--- src/rtl/wdt_pkg.sv ---
package wdt_pkg;

    // Control states of the watchdog sequencer
    typedef enum logic [1:0] {
        WS_OFF   = 2'd0,
        WS_COUNT = 2'd1,
        WS_RESET = 2'd2,
        WS_WAKE  = 2'd3
    } wdt_state_e;

endpackage

--- src/rtl/wdt_prescale.sv ---
module wdt_prescale #(
    parameter int RATIO_W = 3,
    parameter int PRE_W   = (1 << RATIO_W) - 1
) (
    input  logic               clk,
    input  logic               rst_n,
    input  logic               en,
    input  logic               tick_in,
    input  logic               assign_in,
    input  logic [RATIO_W-1:0] ratio_in,
    input  logic               clr,
    output logic               tick_out
);

    logic [PRE_W-1:0]   pre_cnt;
    logic [RATIO_W-1:0] ratio_q;
    logic               assign_q;
    logic               cfg_chg;
    logic [PRE_W:0]     span;
    logic [PRE_W-1:0]   limit;
    logic               wrap;

    // Divide limit 2^n - 1 computed from the exponent
    assign span    = ({{PRE_W{1'b0}}, 1'b1} << ratio_in) - {{PRE_W{1'b0}}, 1'b1};
    assign limit   = span[PRE_W-1:0];
    assign cfg_chg = (ratio_in != ratio_q) || (assign_in != assign_q);
    assign wrap    = (pre_cnt == limit);

    assign tick_out = en && tick_in && !clr &&
                      (!assign_in || (!cfg_chg && wrap));

    always_ff @(posedge clk or negedge rst_n) begin
        if (!rst_n) begin
            ratio_q  <= '0;
            assign_q <= 1'b0;
        end else begin
            ratio_q  <= ratio_in;
            assign_q <= assign_in;
        end
    end

    always_ff @(posedge clk or negedge rst_n) begin
        if (!rst_n) begin
            pre_cnt <= '0;
        end else if (!en || !assign_in || clr || cfg_chg) begin
            pre_cnt <= '0;
        end else if (tick_in) begin
            pre_cnt <= wrap ? '0 : pre_cnt + 1'b1;
        end
    end

    AST_PRE_BOUND: assert property (@(posedge clk) disable iff (!rst_n)
        (en && assign_in && !cfg_chg) |-> (pre_cnt <= limit)) else $error("prescaler above limit");

    AST_PRE_CFG_CLEAR: assert property (@(posedge clk) disable iff (!rst_n)
        (en && assign_in && cfg_chg) |=> (pre_cnt == '0)) else $error("prescaler kept count over change");

endmodule

--- src/rtl/wdt_count.sv ---
module wdt_count #(
    parameter int BASE_TICKS = 18000,
    parameter int CNT_W      = (BASE_TICKS > 2) ? $clog2(BASE_TICKS) : 1
) (
    input  logic clk,
    input  logic rst_n,
    input  logic en,
    input  logic step,
    input  logic clr,
    output logic expire
);

    localparam logic [CNT_W-1:0] LAST = CNT_W'(BASE_TICKS - 1);

    logic [CNT_W-1:0] cnt;

    assign expire = en && step && !clr && (cnt == LAST);

    always_ff @(posedge clk or negedge rst_n) begin
        if (!rst_n) begin
            cnt <= '0;
        end else if (!en || clr || expire) begin
            cnt <= '0;
        end else if (step) begin
            cnt <= cnt + 1'b1;
        end
    end

    AST_CNT_RANGE: assert property (@(posedge clk) disable iff (!rst_n)
        cnt <= LAST) else $error("watchdog count out of range");

    AST_NO_EXPIRE_AFTER_CLR: assert property (@(posedge clk) disable iff (!rst_n)
        $past(clr) |-> !expire) else $error("expiry right after clear");

    AST_IDLE_HOLDS: assert property (@(posedge clk) disable iff (!rst_n)
        (!step && !clr && en) |=> $stable(cnt)) else $error("count moved without tick");

endmodule

--- src/rtl/wdt_fsm.sv ---
module wdt_fsm
    import wdt_pkg::*;
(
    input  logic clk,
    input  logic rst_n,
    input  logic en,
    input  logic expire,
    input  logic clr,
    input  logic asleep,
    output logic rst_req,
    output logic wake_req,
    output logic alive
);

    wdt_state_e state, state_nx;

    // Next-state selection
    always_comb begin
        state_nx = state;
        unique case (state)
            WS_OFF:   state_nx = en ? WS_COUNT : WS_OFF;
            WS_COUNT: begin
                if (!en)          state_nx = WS_OFF;
                else if (expire)  state_nx = asleep ? WS_WAKE : WS_RESET;
                else              state_nx = WS_COUNT;
            end
            WS_RESET: state_nx = en ? WS_COUNT : WS_OFF;
            WS_WAKE:  state_nx = en ? WS_COUNT : WS_OFF;
            default:  state_nx = WS_OFF;
        endcase
    end

    // State register
    always_ff @(posedge clk or negedge rst_n) begin
        if (!rst_n) state <= WS_COUNT;
        else        state <= state_nx;
    end

    // Moore outputs
    always_comb begin
        rst_req  = 1'b0;
        wake_req = 1'b0;
        unique case (state)
            WS_OFF:   ;
            WS_COUNT: ;
            WS_RESET: rst_req  = 1'b1;
            WS_WAKE:  wake_req = 1'b1;
            default:  ;
        endcase
    end

    // Sticky status: low after a timeout, restored by a strobe
    always_ff @(posedge clk or negedge rst_n) begin
        if (!rst_n)      alive <= 1'b1;
        else if (clr)    alive <= 1'b1;
        else if (expire) alive <= 1'b0;
    end

    AST_NO_DUAL_REQ: assert property (@(posedge clk) disable iff (!rst_n)
        !(rst_req && wake_req)) else $error("reset and wake together");

    AST_RST_ONE_CYCLE: assert property (@(posedge clk) disable iff (!rst_n)
        rst_req |=> !rst_req) else $error("reset request longer than one cycle");

    AST_WAKE_ONE_CYCLE: assert property (@(posedge clk) disable iff (!rst_n)
        wake_req |=> !wake_req) else $error("wake request longer than one cycle");

    AST_FLAG_LOW_ON_REQ: assert property (@(posedge clk) disable iff (!rst_n)
        (rst_req || wake_req) |-> !alive) else $error("status high during timeout pulse");

    AST_FUSE_QUIET: assert property (@(posedge clk) disable iff (!rst_n)
        !en |-> !(rst_req || wake_req)) else $error("request with fuse off");

endmodule

--- src/rtl/wdt_top.sv ---
module wdt_top #(
    parameter int BASE_TICKS    = 18000,
    parameter int RATIO_W       = 3,
    parameter bit USE_PRESCALER = 1'b1
) (
    input  logic               clk,
    input  logic               rst_n,
    input  logic               wdt_tick,
    input  logic               clr_wdt,
    input  logic               sleep_enter,
    input  logic               sleep_mode,
    input  logic               pre_to_wdt,
    input  logic [RATIO_W-1:0] pre_ratio,
    input  logic               fuse_en,
    output logic               rst_req,
    output logic               wake_req,
    output logic               alive_flag
);

    localparam int PRE_W = (1 << RATIO_W) - 1;

    logic clr_any;
    logic step;
    logic expire;

    assign clr_any = clr_wdt | sleep_enter;

    generate
        if (USE_PRESCALER) begin : g_pre
            wdt_prescale #(
                .RATIO_W (RATIO_W),
                .PRE_W   (PRE_W)
            ) u_pre (
                .clk       (clk),
                .rst_n     (rst_n),
                .en        (fuse_en),
                .tick_in   (wdt_tick),
                .assign_in (pre_to_wdt),
                .ratio_in  (pre_ratio),
                .clr       (clr_any),
                .tick_out  (step)
            );
        end else begin : g_direct
            assign step = fuse_en && wdt_tick && !clr_any;
        end
    endgenerate

    wdt_count #(
        .BASE_TICKS (BASE_TICKS)
    ) u_cnt (
        .clk    (clk),
        .rst_n  (rst_n),
        .en     (fuse_en),
        .step   (step),
        .clr    (clr_any),
        .expire (expire)
    );

    wdt_fsm u_fsm (
        .clk      (clk),
        .rst_n    (rst_n),
        .en       (fuse_en),
        .expire   (expire),
        .clr      (clr_any),
        .asleep   (sleep_mode),
        .rst_req  (rst_req),
        .wake_req (wake_req),
        .alive    (alive_flag)
    );

    AST_STROBE_RESTORES: assert property (@(posedge clk) disable iff (!rst_n)
        clr_any |=> alive_flag) else $error("status not restored by strobe");

endmodule

--- config.mk ---
export PLATFORM = sky130hd
export DESIGN_NAME = wdt_top
export DESIGN_NICKNAME = d
export VERILOG_FILES = /design/src/rtl/wdt_pkg.sv /design/src/rtl/wdt_prescale.sv /design/src/rtl/wdt_count.sv /design/src/rtl/wdt_fsm.sv /design/src/rtl/wdt_top.sv
export SDC_FILE = /design/constraint.sdc
export NUM_CORES = 1
export LEC_CHECK = 0
export ABC_AREA = 1
export CAP_MARGIN = 20
export CORE_UTILIZATION = 56
export CTS_BUF_LIST = sky130_fd_sc_hd__clkbuf_4
export DETAILED_ROUTE_END_ITERATION = 10
export DONT_BUFFER_PORTS = 1
export PLACE_DENSITY = 0.74
export SLEW_MARGIN = 20
export SYNTH_ARGS = -nofsm -noshare
export SYNTH_HDL_FRONTEND = slang
export SYNTH_SLANG_ARGS = --single-unit
--- constraint.sdc ---
create_clock -name clk -period 1.71 [get_ports clk]
set_input_delay 0.342 -clock clk [delete_from_list [all_inputs] [get_ports clk]]
set_output_delay 0.342 -clock clk [all_outputs]
set_load 0.02 [all_outputs]
=== After elaboration in Yosys (flattened, before gate mapping) ===
Cells that the tools add are included.

* Flip-flop bits (word level): 29
* Input port bits: 11
* Output and inout port bits: 3

* $add $sub $neg: 3
* Eq/ne operators: 7
* Shifts and indexed selects: 1
* Muxes and demuxes: 14
* Bitwise gates (word level): 1
* Reduce and logical (&&, ||, !) cells: 23

{| class="wikitable"
|+ Operators with widths
! operator !! count
|-
| $mux W15 || 2
|-
| $mux W7 || 3
|-
| $add A15 B1 Y15 const B || 1
|-
| $eq A15 B15 Y1 const B || 1
|-
| $add A7 B1 Y7 const B || 1
|-
| $eq A7 B7 Y1 || 1
|-
| $logic_and A1 B1 Y1 || 7
|-
| $logic_or A1 B1 Y1 || 7
|-
| $shl A1 B3 Y7 const A || 1
|-
| $sub A7 B1 Y7 const B || 1
|-
| $mux W1 || 6
|-
| $reduce_bool A2 Y1 || 3
|-
| $eq A2 B2 Y1 const B || 2
|-
| $logic_not A1 Y1 || 4
|-
| $mux W2 || 2
|-
| $pmux W2 S2 || 1
|-
| $ne A3 B3 Y1 || 1
|-
| $reduce_or A3 Y1 || 1
|-
| $eq A2 B1 Y1 const B || 1
|-
| $logic_not A2 Y1 || 1
|-
| $ne A1 B1 Y1 || 1
|-
| $or A1 B1 Y1 || 1
|}

=== Depth between registers and ports, before layout ===
Gate-level depths: netlist of the first run.

* Depth after elaboration: 12
* Gate-level depth with buffers: 17

=== Modules after synthesis ===
Synthesis of the first run repeated with hierarchy kept, for this count alone.

* Cell total of the unflattened synthesis: 291
* Area, all modules: 2059.5 µm²

{| class="wikitable"
|+ By module, submodules not included
! module !! times used !! cells an instance !! area each (µm²)
|-
| wdt_count || 1 || 140 || 972.2
|-
| wdt_prescale || 1 || 131 || 939.7
|-
| wdt_fsm || 1 || 17 || 136.4
|-
| wdt_top || 1 || 3 || 11.3
|}

=== Least setup slack after synthesis of the first run ===
OpenSTA, ideal clock, no wires.

* Path type: in2reg
* Start point: input pre_ratio[1]
* End point: register u_cnt.cnt[9]
* Setup time: 0.118 ns
* Arrival: 1.975 ns
* Path slack: -0.383 ns
* Stages: 16
* Buffers on the path: 3
* Cell sequence: buf_6 -> nor2_4 -> nand2_2 -> ha_1 -> buf_2 -> nand3_1 -> nand2_1 -> o21bai_2 -> nand2_1 -> nor2_2 -> nand3_2 -> a21oi_4 -> inv_4 -> buf_12 -> nand3_2 -> nand2_1

* Longest elaborated chain between the ends: 11

{| class="wikitable"
|+ RTL lines
! item !! RTL line !! source
|-
| start: declaration || wdt_top.sv:13 || <nowiki>input logic [RATIO_W-1:0] pre_ratio,</nowiki>
|-
| $shl A1 B3 Y7 / $ne A3 B3 Y1 (equally long branches) || wdt_prescale.sv:24, wdt_prescale.sv:26 ||
|-
| $sub A7 B1 Y7 / $logic_or A1 B1 Y1 (equally long branches) || wdt_prescale.sv:24, wdt_prescale.sv:26 ||
|-
| $eq A7 B7 Y1 / $logic_not A1 Y1 (equally long branches) || wdt_prescale.sv:27, wdt_prescale.sv:30 ||
|-
| $logic_and A1 B1 Y1 (*) || wdt_prescale.sv:30 || <nowiki>(!assign_in || (!cfg_chg && wrap));</nowiki>
|-
| $logic_or A1 B1 Y1 (*) || wdt_prescale.sv:30 ||
|-
| $logic_and A1 B1 Y1 (*) || wdt_prescale.sv:29 || <nowiki>assign tick_out = en && tick_in && !clr &&</nowiki>
|-
| $logic_and A1 B1 Y1 (3 in a row) || wdt_count.sv:17 || <nowiki>assign expire = en && step && !clr && (cnt == LAST);</nowiki>
|-
| $logic_or A1 B1 Y1 || wdt_count.sv:22 || <nowiki>end else if (!en || clr || expire) begin</nowiki>
|-
| $mux W15 / $reduce_bool A2 Y1 (equally long branches) || - ||
|-
| end signal: assignment || wdt_count.sv:25 || <nowiki>cnt <= cnt + 1'b1;</nowiki>
|-
| end: declaration || wdt_count.sv:15 || <nowiki>logic [CNT_W-1:0] cnt;</nowiki>
|}

Mark *: on every way between the ends. The rest lies on a longest branch, timed or not.
A chain may end at the register's enable or synchronous reset.

=== Final worst setup path of the first run ===
* Start point: register g_pre.u_pre.pre_cnt[2]
* End point: register u_cnt.cnt[3]

* Longest elaborated chain between the ends: 9

{| class="wikitable"
|+ RTL lines
! item !! RTL line !! source
|-
| start: declaration || wdt_prescale.sv:15 || <nowiki>logic [PRE_W-1:0] pre_cnt;</nowiki>
|-
| start signal: assignment || wdt_prescale.sv:48 || <nowiki>pre_cnt <= wrap ? '0 : pre_cnt + 1'b1;</nowiki>
|-
| $eq A7 B7 Y1 (*) || wdt_prescale.sv:27 || <nowiki>assign wrap = (pre_cnt == limit);</nowiki>
|-
| $logic_and A1 B1 Y1 (*) || wdt_prescale.sv:30 ||
|-
| $logic_or A1 B1 Y1 (*) || wdt_prescale.sv:30 ||
|-
| $logic_and A1 B1 Y1 (*) || wdt_prescale.sv:29 ||
|-
| $logic_and A1 B1 Y1 (3 in a row) || wdt_count.sv:17 ||
|-
| $logic_or A1 B1 Y1 || wdt_count.sv:22 ||
|-
| $mux W15 / $reduce_bool A2 Y1 (equally long branches) || - ||
|}

Marks and branches as above.

==> impl_metrics.json, run 1 <==
{
  "internal_power_mw": 0.918,
  "cts_buffer_depth": 2,
  "worst_pin_slew_ns": 0.396,
  "routed-via-count": 1694,
  "cts_sinks": 29,
  "min_period_over_period": 0.959,
  "wl_per_cell_um": 12.3,
  "design_area_um2": 2280,
  "core_um2": 3420,
  "ys_seq_area_frac": 0.358,
  "max-cap-violations": 0,
  "max_slew_margin": 0.733,
  "fmax_mhz": 610,
  "required_ns": 1.97,
  "path_class": "reg -> reg",
  "die_x_um": 62.3,
  "vias_per_cell": 5.21,
  "firstDrtPassIters": 4,
  "p_leak_nw": 1.15,
  "synth_async_sr_flop_share": 1.00,
  "synthFlopType": "dfrtp_1",
  "antenna_cells": 0,
  "synth_enable_flop_cells": 0,
  "path_cells": "xor2_1 -> nand2_1 -> nand2_1 -> nand2_1 -> nor2_2 -> nand3_2 -> a21oi_4 -> buf_4 -> nand4_1 -> nand2_1",
  "htree_levels": 2,
  "critPathMostFrequentCell": "nand2_1",
  "powerDensity_nw_per_um2": 548,
  "track_usage": 0.235,
  "cts_buffers": 5,
  "hpwl_um": 2880,
  "crit_fanout": 6,
  "rsz0062_at_grt": "true",
  "comb_power_share": 0.112,
  "cp_slowest_cell": "dfrtp_2",
  "pwr-share-clk": 0.331,
  "placement_rows": 21,
  "path_clk_slew_ns": 0.10,
  "drive_above_1_share": 0.229,
  "postRouteAntennaNets": 0,
  "arrival_ns": 1.90,
  "ys_seq_elements": 29,
  "grt_max_degree": 30,
  "port_buffers": 0,
  "outcome": "finished, final reports clean",
  "yosysUniqueCellTypes": 30,
  "cp_num_buf_inv": 1,
  "ioPinCount": 14,
  "synth_area_um2": 2030,
  "grt_pass1_wl_um": 7160,
  "skew_ns": 0.0133,
  "ys_warn_count": 0,
  "hold_violations": 0,
  "startpoint_type": "flip-flop",
  "grt_overflow_total": 0,
  "slowest_delay_ns": 0.45,
  "nets": 292,
  "syn_inst": 259,
  "crit_family": "simple AND/OR/NAND/NOR gates",
  "start_util": 0.595,
  "seq_power_share": 0.557,
  "drv_slew": 0,
  "setup_violations": 0,
  "syn-num-nets": 273,
  "place_congestion": 0.927,
  "die_area_um2": 3880,
  "place_area_um2": 2180,
  "syn_to_final_growth_pct": 12.1,
  "drc_errors": 0,
  "antenna_found_initial": 0,
  "cts-root-buf": "clkbuf_4",
  "utilization": 0.667,
  "cp-end-kind": "flip-flop",
  "period_needed_ns": 1.64,
  "hold_class": "in -> reg",
  "avgSynthCellArea_um2": 7.85,
  "swShare": 0.266,
  "drtIter0Drc": 76,
  "wl_um": 3980,
  "vdd_drop_max_uv": 551,
  "fillers": 298,
  "clkLatencyLatePin_ns": 0.33,
  "p_sw_mw": 0.332,
  "die_y_um": 62.3,
  "cts_tree": "done",
  "grt_pass1_vias": 1698
}
-- cell usage in the layout (no fill, tap or decap), types with 3 or more instances in the layout --
master and n:
nand2_1 56, inv_1 33, dfrtp_1 25, nand4_1 22, nand3_1 21, buf_4 20, xor2_1 18, nor2_1 16
nand3_2 13, clkbuf_4 6, xnor2_1 5, nor3_1 5, o22ai_1 4, nand2_2 3, nor2_2 3, o21ai_0 3
nor4_1 3
-- repair_timing --
item | CTS | global route
hold endpoints to repair | 29 | 0
buffers inserted | 0 | 0
hold buffers | 2 | 0
resized for setup | 0 | 4
endpoints found under the setup margin | 0 | 16
-- worst paths after layout --
check	startpoint	end	slack [ns]	depth (start not counted)
worst min-delay path	pre_ratio[1]	g_pre.u_pre.ratio_q[1]	0.03	0
worst max-delay path	g_pre.u_pre.pre_cnt[2]	u_cnt.cnt[3]	0.07	10
max in group asynchronous	rst_n	u_fsm.alive	1.03	2
min in group asynchronous	rst_n	g_pre.u_pre.pre_cnt[3]	0.44	2
worst max register to register	g_pre.u_pre.pre_cnt[2]	u_cnt.cnt[3]	0.07	10
worst min register to register	u_fsm.alive	u_fsm.alive	0.52	2
-- stage by stage --
stage	TNS [ns]	setup slack (ns)	power (mW)	hold slack, ns	instances
5_1_grt	-0.436	-0.0623	1.31	0.00830	325
3_3_place_gp	-2.78	-0.190	0.827	0.0469	315
6_report	0	0.0697	1.25	0.0297	325
3_5_place_dp	-3.39	-0.225	0.830	0.0469	315
2_1_floorplan	-4.75	-0.331	0.825	0.0464	259
4_1_cts	0	0.0527	1.27	0.0151	325
-- layout make-up --
type / count / area [um^2] / area share
Tap cell: 46 / 57.6 / 0.0252
Inverter: 37 / 144 / 0.0631
Clock inverter: 2 / 10.0 / 0.00439
Timing Repair Buffer: 22 / 180 / 0.0790
Clock buffer: 6 / 45.0 / 0.0198
Sequential cell: 29 / 731 / 0.321
Multi-Input combinational cell: 183 / 1110 / 0.488
-- power groups by stage --
| stage | sequential [mW] | combinational [mW] | clock [mW] |
|---|---|---|---|
| 6_report | 0.697 | 0.140 | 0.414 |
| 5_1_grt | 0.697 | 0.157 | 0.456 |
| 4_1_cts | 0.696 | 0.142 | 0.434 |
| 3_5_place_dp | 0.710 | 0.120 | 0 |
| 3_3_place_gp | 0.710 | 0.118 | 0 |
| 2_1_floorplan | 0.710 | 0.116 | 0 |
-- kinds of logic (layout without fill, tap and decap cells) --
family                     count (synthesis)  after routing  share of synthesized area
DFF                                       29             29                      0.358
AOI/OAI and AO/OA                         10             10                     0.0369
xor gates and xnor gates                  24             24                      0.103
and+or+nand+nor                          146            146                      0.369
adders and majority gates                  3              3                     0.0185
buffers and inverters                     47             67                      0.114
-- Yosys cell counts (2+ instances only) --
cell     number  area share
xnor2_1       6       0.026
inv_4         2      0.0062
buf_4         2      0.0074
nand3_2      11       0.054
nand2_2       2      0.0062
xor2_1       18       0.078
ha_1          3       0.018
nor4_1        3      0.0092
nor3_1        5       0.012
nand3_1      23       0.057
nor2_2        2      0.0062
nor2_1       17       0.031
nand2_1      57        0.11
inv_1        33       0.061
o22ai_1       4       0.012
nand4_1      22       0.068
inv_2         2      0.0037
o21ai_0       3      0.0074
dfrtp_1      27        0.33
dfstp_2       2       0.026
buf_2         4      0.0098
buf_6         3       0.017
-- sequential cells by signal, summed over array words and instances (netlist names) --
signal / count
u_cnt.cnt: 15
g_pre.u_pre.pre_cnt: 7
g_pre.u_pre.ratio_q: 3
u_fsm.state: 2
g_pre.u_pre.assign_q: 1
u_fsm.alive: 1
-- layer usage --
layer,global-route usage,vias up,routed length (um)
li1,-,884,-
met1,0.267,785,1750
met2,0.413,19,2060
met3,0.0607,6,113
met4,0.108,0,61
met5,0,-,0
No activity file was read; power rests on OpenSTA's default activity.
==> inputs of run 2 (changes only) <==
- SLEW_MARGIN: 20 -> default
==> results of run 2 <==
Same layout as run 1: the final DEF is identical, and so are final timing and power.
==> inputs of run 3 (changes only) <==
- PLACE_DENSITY: 0.74 -> 0.82
- RECOVER_POWER: default -> 50
==> run 3 against run 2 <==
Design area is the same. Largest power group unchanged. Die area unchanged. Sequential cell count is the same. Fmax decreased by 3.1%. Highest routed layer unchanged.
==> impl_metrics.json, run 3 (synthesized netlist as in run 1, its figures left out) <==
{
  "hold_class": "in -> reg",
  "reg_top3": "u_cnt.cnt x15, g_pre.u_pre.pre_cnt x7, g_pre.u_pre.ratio_q x3",
  "min_period_over_period": 0.990,
  "cts_tree": "done",
  "setup_violations": 0,
  "cts-root-buf": "clkbuf_4",
  "rsz0062_at_grt": "true",
  "path_clk_slew_ns": 0.10,
  "grt_max_degree": 30,
  "routed-via-count": 1734,
  "p_leak_nw": 1.16,
  "final_common_cell": "nand2_1",
  "mostFrequentLayoutCells": "nand2_1 (56), inv_1 (32), dfrtp_1 (27)",
  "pre_cts_ws_ns": -0.268,
  "vias_per_cell": 5.30,
  "port_buffers": 0,
  "start_util": 0.595,
  "whs_ns": 0.0234,
  "max-cap-violations": 0,
  "wl_per_cell_um": 12.3,
  "utilization": 0.667,
  "startpoint_type": "flip-flop",
  "placement_rows": 21,
  "die_area_um2": 3880,
  "fmax_mhz": 591,
  "firstDrtPassIters": 4,
  "top_register": "u_cnt.cnt",
  "place_area_um2": 2190,
  "postRouteAntennaNets": 0,
  "path_class": "reg -> reg",
  "ioPinCount": 14,
  "crit_fanout": 15,
  "powerDensity_nw_per_um2": 548,
  "required_ns": 1.93,
  "design_area_um2": 2280,
  "antenna_found_initial": 0,
  "fin_tns_setup_ns": 0,
  "nets": 294,
  "core_um2": 3420,
  "skew_ns": 0.0149,
  "vdd_drop_max_uv": 329,
  "grt_overflow_total": 0,
  "cts_sinks": 29,
  "fin_ws_ns": 0.0169,
  "drive_above_1_share": 0.231,
  "htree_levels": 2,
  "dp.cells": 316,
  "fin_cells": 327,
  "track_usage": 0.237,
  "antenna_cells": 0,
  "grt_pass1_wl_um": 7260,
  "grt_pass1_vias": 1675,
  "drc_errors": 0,
  "outcome": "finished, final reports clean",
  "period_needed_ns": 1.69,
  "cts_buffer_depth": 2,
  "drtIter0Drc": 67,
  "max_slew_margin": 0.519,
  "die_y_um": 62.3,
  "clkLatencyLatePin_ns": 0.33,
  "die_x_um": 62.3,
  "hpwl_um": 2970,
  "syn_to_final_growth_pct": 12.1,
  "finalPower_mw": 1.25,
  "worst_pin_slew_ns": 0.721,
  "drv_slew": 0,
  "largest_reg_flops": 15,
  "place_congestion": 0.922,
  "arrival_ns": 1.91,
  "cts_buffers": 5,
  "cp-end-kind": "flip-flop",
  "hold_violations": 0,
  "wl_um": 4030
}
[run 3: final timing paths]
kind,from,endpoint,slack [ns],cells after the start
max,g_pre.u_pre.pre_cnt[2],u_cnt.cnt[5],0.02,10
min,pre_ratio[2],g_pre.u_pre.ratio_q[2],0.02,0
max reg2reg,g_pre.u_pre.pre_cnt[2],u_cnt.cnt[5],0.02,10
min reg2reg,u_fsm.state[0],u_fsm.state[1],0.53,2
max in group asynchronous,rst_n,u_cnt.cnt[5],0.64,2
min in group asynchronous,rst_n,g_pre.u_pre.pre_cnt[3],0.59,2
[run 3: area by class of cell]
type	count	area (um^2)
clock inverters	2	10.0
flip-flops and latches	29	728
repair buffers	24	184
clock buffers	6	45.0
fillers	293	1140
multi-input cells	183	1110
inverters	37	144
well taps	46	57.6
[run 3: where the power goes]
part / switching (mW) / internal (mW) / total (mW) / leakage, nW
clock network: 0.241 / 0.172 / 0.413 / 0.0354
logic: 0.0876 / 0.0530 / 0.141 / 0.734
registers: 0.00329 / 0.693 / 0.696 / 0.389
total: 0.332 / 0.918 / 1.25 / 1.16
[run 3: routing by layer]
metal | wire [um] | global-route usage
met1 | 1880 | 0.288
met2 | 1950 | 0.418
met3 | 135 | 0.0441
met4 | 63 | 0.0872
met5 | 0 | 0
[run 3: repair_timing]
action                                  in CTS  in global routing
endpoints found under the setup margin       0                 19
setup buffers                                0                  1
hold buffers                                 2                  0
resized for setup                            0                  5
endpoints found under the hold margin       29                  0
[run 3: worst max-delay path: stages, from the launching register on]
cell     delay (ns)
dfrtp_1        0.44
xor2_1         0.17
nand2_1        0.07
nand2_1        0.06
nand2_1        0.06
nor2_2         0.12
nand3_2        0.12
a21oi_4        0.25
inv_4          0.15
nand3_1        0.10
nand2_1        0.05
